===== src/rtl/gpio_pkg.sv =====
package gpio_pkg;
  typedef enum logic [1:0] {
    OFS_VAL  = 2'd0,
    OFS_DIR  = 2'd1,
    OFS_MODE = 2'd2,
    OFS_PEND = 2'd3
  } gpio_ofs_e;
endpackage


===== src/rtl/gpio_sync.sv =====
module gpio_sync #(
  parameter int W = 8,
  parameter int S = 2
) (
  input  logic         clk,
  input  logic         rst_n,
  input  logic [W-1:0] din,
  output logic [W-1:0] dout
);
  logic [W-1:0] stg_q [S];
  logic [W-1:0] stg_d [S];

  always_comb begin
    stg_d[0] = din;
    for (int k = 1; k < S; k++) stg_d[k] = stg_q[k-1];
  end

  genvar g;
  generate
    for (g = 0; g < S; g++) begin : g_stage
      always_ff @(posedge clk or negedge rst_n) begin
        if (!rst_n) stg_q[g] <= '0;
        else        stg_q[g] <= stg_d[g];
      end
    end
  endgenerate

  assign dout = stg_q[S-1];
endmodule


===== src/rtl/gpio_regs.sv =====
module gpio_regs
  import gpio_pkg::*;
#(
  parameter int W  = 8,
  parameter int AW = 3
) (
  input  logic          clk,
  input  logic          rst_n,
  input  logic          sel,
  input  logic          wr,
  input  logic [AW-1:0] addr,
  input  logic [W-1:0]  wdata,
  input  logic [W-1:0]  pin_lvl,
  input  logic [W-1:0]  pend,
  output logic [W-1:0]  val_q,
  output logic [W-1:0]  dir_q,
  output logic [W-1:0]  mode_q,
  output logic [W-1:0]  clr_mask,
  output logic [W-1:0]  rdata
);
  localparam logic [AW-1:0] A_VAL  = AW'(OFS_VAL);
  localparam logic [AW-1:0] A_DIR  = AW'(OFS_DIR);
  localparam logic [AW-1:0] A_MODE = AW'(OFS_MODE);
  localparam logic [AW-1:0] A_PEND = AW'(OFS_PEND);

  logic          wr_en;
  logic [W-1:0]  val_d, dir_d, mode_d;

  assign wr_en = sel & wr;

  always_comb begin
    val_d    = val_q;
    dir_d    = dir_q;
    mode_d   = mode_q;
    clr_mask = '0;
    if (wr_en) begin
      if (addr == A_VAL)  val_d    = wdata;
      if (addr == A_DIR)  dir_d    = wdata;
      if (addr == A_MODE) mode_d   = wdata;
      if (addr == A_PEND) clr_mask = wdata;
    end
  end

  always_ff @(posedge clk or negedge rst_n) begin
    if (!rst_n) begin
      val_q  <= '0;
      dir_q  <= '0;
      mode_q <= '0;
    end else begin
      val_q  <= val_d;
      dir_q  <= dir_d;
      mode_q <= mode_d;
    end
  end

  always_comb begin
    if      (addr == A_VAL)  rdata = (dir_q & val_q) | (~dir_q & pin_lvl);
    else if (addr == A_DIR)  rdata = dir_q;
    else if (addr == A_MODE) rdata = mode_q;
    else if (addr == A_PEND) rdata = pend;
    else                     rdata = '0;
  end
endmodule


===== src/rtl/gpio_edge_irq.sv =====
module gpio_edge_irq #(
  parameter int W = 8
) (
  input  logic         clk,
  input  logic         rst_n,
  input  logic [W-1:0] lvl,
  input  logic [W-1:0] arm,
  input  logic [W-1:0] clr_mask,
  output logic [W-1:0] pend_q,
  output logic         irq
);
  logic [W-1:0] prev_q;
  logic [W-1:0] fall;
  logic [W-1:0] pend_d;

  assign fall = prev_q & ~lvl & arm;

  always_comb begin
    pend_d = (pend_q & ~clr_mask) | fall;
  end

  always_ff @(posedge clk or negedge rst_n) begin
    if (!rst_n) begin
      prev_q <= '0;
      pend_q <= '0;
    end else begin
      prev_q <= lvl;
      pend_q <= pend_d;
    end
  end

  assign irq = |pend_q;
endmodule


===== src/rtl/gpio_pad_drv.sv =====
module gpio_pad_drv #(
  parameter int W = 8
) (
  input  logic [W-1:0] dir,
  input  logic [W-1:0] mode,
  input  logic [W-1:0] val,
  output logic [W-1:0] out,
  output logic [W-1:0] oe,
  output logic [W-1:0] pu
);
  genvar g;
  generate
    for (g = 0; g < W; g++) begin : g_pin
      always_comb begin
        out[g] = 1'b0;
        oe[g]  = 1'b0;
        pu[g]  = 1'b0;
        if (dir[g]) begin
          if (mode[g]) begin
            out[g] = val[g];
            oe[g]  = 1'b1;
          end else begin
            oe[g]  = ~val[g];
          end
        end else begin
          pu[g] = mode[g];
        end
      end
    end
  endgenerate
endmodule


===== src/rtl/gpio_port8.sv =====
module gpio_port8 #(
  parameter int W  = 8,
  parameter int AW = 3,
  parameter int S  = 2
) (
  input  logic          clk,
  input  logic          rst_n,
  input  logic          bus_sel,
  input  logic          bus_wr,
  input  logic [AW-1:0] bus_addr,
  input  logic [W-1:0]  bus_wdata,
  output logic [W-1:0]  bus_rdata,
  input  logic [W-1:0]  pad_in,
  output logic [W-1:0]  pad_out,
  output logic [W-1:0]  pad_oe,
  output logic [W-1:0]  pad_pu,
  output logic          irq
);
  logic [W-1:0] sync_lvl;
  logic [W-1:0] val_q, dir_q, mode_q;
  logic [W-1:0] clr_mask;
  logic [W-1:0] pend_q;
  logic [W-1:0] arm;

  assign arm = ~dir_q & mode_q;

  gpio_sync #(.W(W), .S(S)) u_sync (
    .clk(clk), .rst_n(rst_n), .din(pad_in), .dout(sync_lvl)
  );

  gpio_regs #(.W(W), .AW(AW)) u_regs (
    .clk(clk), .rst_n(rst_n), .sel(bus_sel), .wr(bus_wr), .addr(bus_addr),
    .wdata(bus_wdata), .pin_lvl(sync_lvl), .pend(pend_q), .val_q(val_q),
    .dir_q(dir_q), .mode_q(mode_q), .clr_mask(clr_mask), .rdata(bus_rdata)
  );

  gpio_edge_irq #(.W(W)) u_irq (
    .clk(clk), .rst_n(rst_n), .lvl(sync_lvl), .arm(arm),
    .clr_mask(clr_mask), .pend_q(pend_q), .irq(irq)
  );

  gpio_pad_drv #(.W(W)) u_drv (
    .dir(dir_q), .mode(mode_q), .val(val_q),
    .out(pad_out), .oe(pad_oe), .pu(pad_pu)
  );
endmodule


===== config.mk =====
export PLATFORM = sky130hd
export DESIGN_NAME = gpio_port8
export DESIGN_NICKNAME = d
export VERILOG_FILES = /design/src/rtl/gpio_pkg.sv /design/src/rtl/gpio_sync.sv /design/src/rtl/gpio_regs.sv /design/src/rtl/gpio_edge_irq.sv /design/src/rtl/gpio_pad_drv.sv /design/src/rtl/gpio_port8.sv
export SDC_FILE = /design/constraint.sdc
export NUM_CORES = 1
export LEC_CHECK = 0
export BUFFER_PORTS_ARGS = -buffer_cell sky130_fd_sc_hd__buf_2
export CAP_MARGIN = 20
export CELL_PAD_IN_SITES_DETAIL_PLACEMENT = 0
export CELL_PAD_IN_SITES_GLOBAL_PLACEMENT = 1
export CORE_MARGIN = 5
export CORE_UTILIZATION = 42
export DETAILED_ROUTE_END_ITERATION = 10
export GPL_TIMING_DRIVEN = 0
export PLACE_DENSITY = 0.81
export REMOVE_ABC_BUFFERS = 1
export SYNTH_ARGS = -nofsm -noshare
export SYNTH_HDL_FRONTEND = slang
export SYNTH_SLANG_ARGS = --single-unit
export TNS_END_PERCENT = 20

===== constraint.sdc =====
create_clock -name clk -period 1.1 [get_ports clk]
set_input_delay 0 -clock clk [delete_from_list [all_inputs] [get_ports clk]]
set_output_delay 0 -clock clk [all_outputs]
set_load 0.02 [all_outputs]

==> results list <==
- The tree built by TritonCTS fans out to 56 sinks.
* Number of antenna cells inserted: 0
- Final #Nets: ~300
- Post-detailed-route wirelength per cell: 16.5 um
* FP Rows: 27
- The biggest area contributor in the post-synthesis netlist is dfrtp_1.
- The first detailed-routing pass ran for 4 iterations.
- The startpoint identified for the worst register-to-register timing path is u_regs.dir_q[7].
- Highest clock frequency the design can meet: 722 MHz
* Chip width: 86.0 um
- Standby leakage power: 0.00161 uW
- The initial utilization of the core area, before any placement, comes to between 40 and 50%.
- H-Tree Depth: 2
* Placeable Area: 0.00557 mm2
- For this design the ratio of total power to cell area is between 1500 and 2000 mW/mm2.
* Slew headroom: 69.0%
* Number of distinct library cells after synthesis: 24
- The finished layout holds 354 standard cells, fillers aside.
- Post-route total power: 6010 uW
- Largest net degree at the start of global routing: 42
* Fraction of layout cells with a size suffix above 1: 48.2%
- The initial antenna violation count came to 0.
- Ranked by total cell area, the synthesized netlist is headed by dfrtp_1 (58%), mux2_2 (7.4%), mux2_4 (5.0%).
- Data arrives at the worst endpoint at 1.39 ns.
- Fill cells: 472
- After synthesis, the mean cell area works out to ~12 um2.
- The critical path starts at u_regs.dir_q[7].
- In the routed design, unresolved DRC markers number 0.
- Synthesis inferred 56 register bits.
* Ratio of final minimum period to clock period: 126%
- Setup violations remaining at the end of the flow were counted as 32.
* Maximum clock skew at final layout: ~0.0063 ns
- Area growth, synth to finish: 42.1%
* ANT nets after route: 0
- Buffers placed on the I/O ports in this run total between 50 and 60.
- WL final: just under 6 mm
- Of the synthesized area, sequential elements account for between 50 and 60%.
- The hold violation count in the final report came to 0.
* Instance count of the mapped netlist: 194
* Violated checks: negative setup slack
- CTS placed an instance of clkbuf_8 at the clock tree root.
* Setup slack of the critical path after layout: -0.286 ns
- Yosys printed 0 warnings.
- Number of vias per cell: 5.17
- Leaving out fill and tap cells, the most frequent cell in the layout is dfrtp_1.
- Post-synthesis cell area: 0.00242 mm2
- Max-cap violations in this run came to 0.
- Highest-count cells in the layout ignoring fill and taps: dfrtp_1 (52), buf_2 (29), buf_6 (23)
- After synthesis, the largest area contributor takes up 57.8% of total cell area.
- Number of cells in the design after placement: 314
- The worst path in the final design needs a cycle of 1.39 ns, including I/O delays and setup.
- Final weighted congestion of routability-driven global placement: 0.776
- Violation count after the first detailed-routing iteration: 96
- The HPWL after detailed placement is 3.71 mm.
* Category of the worst setup path capture point: output port
* Clock tree from TritonCTS: built
- Maximum buffer depth of the clock tree: 2
- Number of top-level pins: 56
* Gr ovfl total: 0
- Clock-pin slew was measured on the worst setup and hold paths at 0.09 ns.
- Req. time, crit path: around 1.1 ns
- For the pin with the worst max-slew slack, the measured transition is 0.464 ns.
* Type of the tightest min-delay check: in -> async
- Total count of max-transition violations in the final report: 0
* Clock buffers created by TritonCTS: 5
- Critical path class: reg -> out
- Setup repair after global routing could not meet its margin everywhere.
- STA classifies the critical path startpoint as a flop.
- Die area: 0.00739 mm2
- Outcome: complete, but fails checks
- Along the worst path, the maximum fanout reaches 3.
- Maximum resistive drop on vdd: 0.00100 V
* Die span in y: 86.0 um
- Global routing used 16.2% of the available tracks across all layers.
- Via count of the first global-routing pass: 1781
* Total via count in the routed design: approximately 1800
- Clock latency on the worst-skew pair, taken at its later pin, is 0.30 ns.
- The first global-routing pass estimated 9.18 mm of wire.
## final cells by class
class	count	area [um2]	area share, %
Sequential cell	56	1410	40.8
Multi-Input combinational cell	113	1050	30.5
Timing Repair Buffer	88	742	21.5
Clock buffer	8	90.1	2.62
Tap cell	72	90.1	2.62
Inverter	17	63.8	1.85
## synth_stat cells, drive strengths merged
cell type	instances
dfrtp	56
nor3b	1
or4	1
a211oi	1
a32o	8
a21boi	8
o21ai	8
and3	9
nor2b	1
nor4	2
mux2i	8
a21oi	7
clkbuf	2
mux2	24
o311ai	7
o311a	1
nor2	9
nand3	8
nand2	3
inv	17
buf	6
and2	7
## metal layers
layer	global-route usage (%)	routed length [um]	vias to the layer above
met5	0	0	-
met4	5.61	78	0
met3	4.13	366	6
met2	23.6	2670	51
met1	23.5	2720	897
li1	-	-	877
## state kept, by name, indices dropped and copies added (netlist names)
name / cells
u_irq.pend_q: 8
u_irq.prev_q: 8
u_regs.dir_q: 8
u_regs.mode_q: 8
u_regs.val_q: 8
u_sync.dout: 8
u_sync.stg_d: 8
## power by group
part           total [uW]  leakage, uW  internal, uW  switching [uW]
sequential           2820     0.000654          2430             390
combinational        2060     0.000909          1130             930
clock                1140    0.0000455           515             620
## worst paths after layout
kind,to,slack [ns],cells past startpoint
worst max-delay path,bus_rdata[7],-0.29,3
worst min-delay path,u_irq.prev_q[5],0.14,2
worst max register to register,u_regs.dir_q[7],0.08,3
worst min register to register,u_sync.dout[5],0.35,0
max in group asynchronous,u_regs.dir_q[3],0.40,3
min in group clk,u_irq.pend_q[5],0.24,4
## logic make-up (layout without fill, tap and decap cells)
| kind of cell | Yosys count | count (layout) | synth area share [%] |
|---|---|---|---|
| compound gates | 40 | 40 | 12.1 |
| buf+inv | 25 | 113 | 4.70 |
| flops | 56 | 56 | 57.8 |
| mux | 32 | 32 | 15.7 |
| simple gates | 41 | 41 | 9.65 |
## worst max-delay path: stages (launching register included)
cell and delay [ns]:
dfrtp_1 0.40, o311a_1 0.35, a211oi_2 0.16, buf_4 0.17
## metrics by stage
| stage | util, % | setup TNS [ns] | worst slack [ns] | hold WS [ns] | area [um2] |
|---|---|---|---|---|---|
| 3_3_place_gp | 49.1 | -21.36 | -0.943 | 0.108 | 2740 |
| 2_1_floorplan | - | -1.50 | -0.179 | -0.296 | 2370 |
| 3_5_place_dp | 49.5 | -20.21 | -0.943 | -0.0508 | 2760 |
| 5_1_grt | 61.8 | -6.83 | -0.371 | 0.189 | 3440 |
| 6_report | 61.8 | -4.76 | -0.286 | 0.143 | 3440 |
| 4_1_cts | 56.0 | -4.07 | -0.312 | 0.140 | 3120 |
## what timing repair did
| action | in CTS | in global routing |
|---|---|---|
| pin swaps | 4 | 13 |
| cloned | 0 | 0 |
| setup endpoints to repair | 55 | 49 |
| resized for setup | 47 | 65 |
| hold buffers | 17 | 0 |
| endpoints found under the hold margin | 88 | 0 |
| setup buffers | 2 | 13 |
No activity file was read; power rests on OpenSTA's default activity.
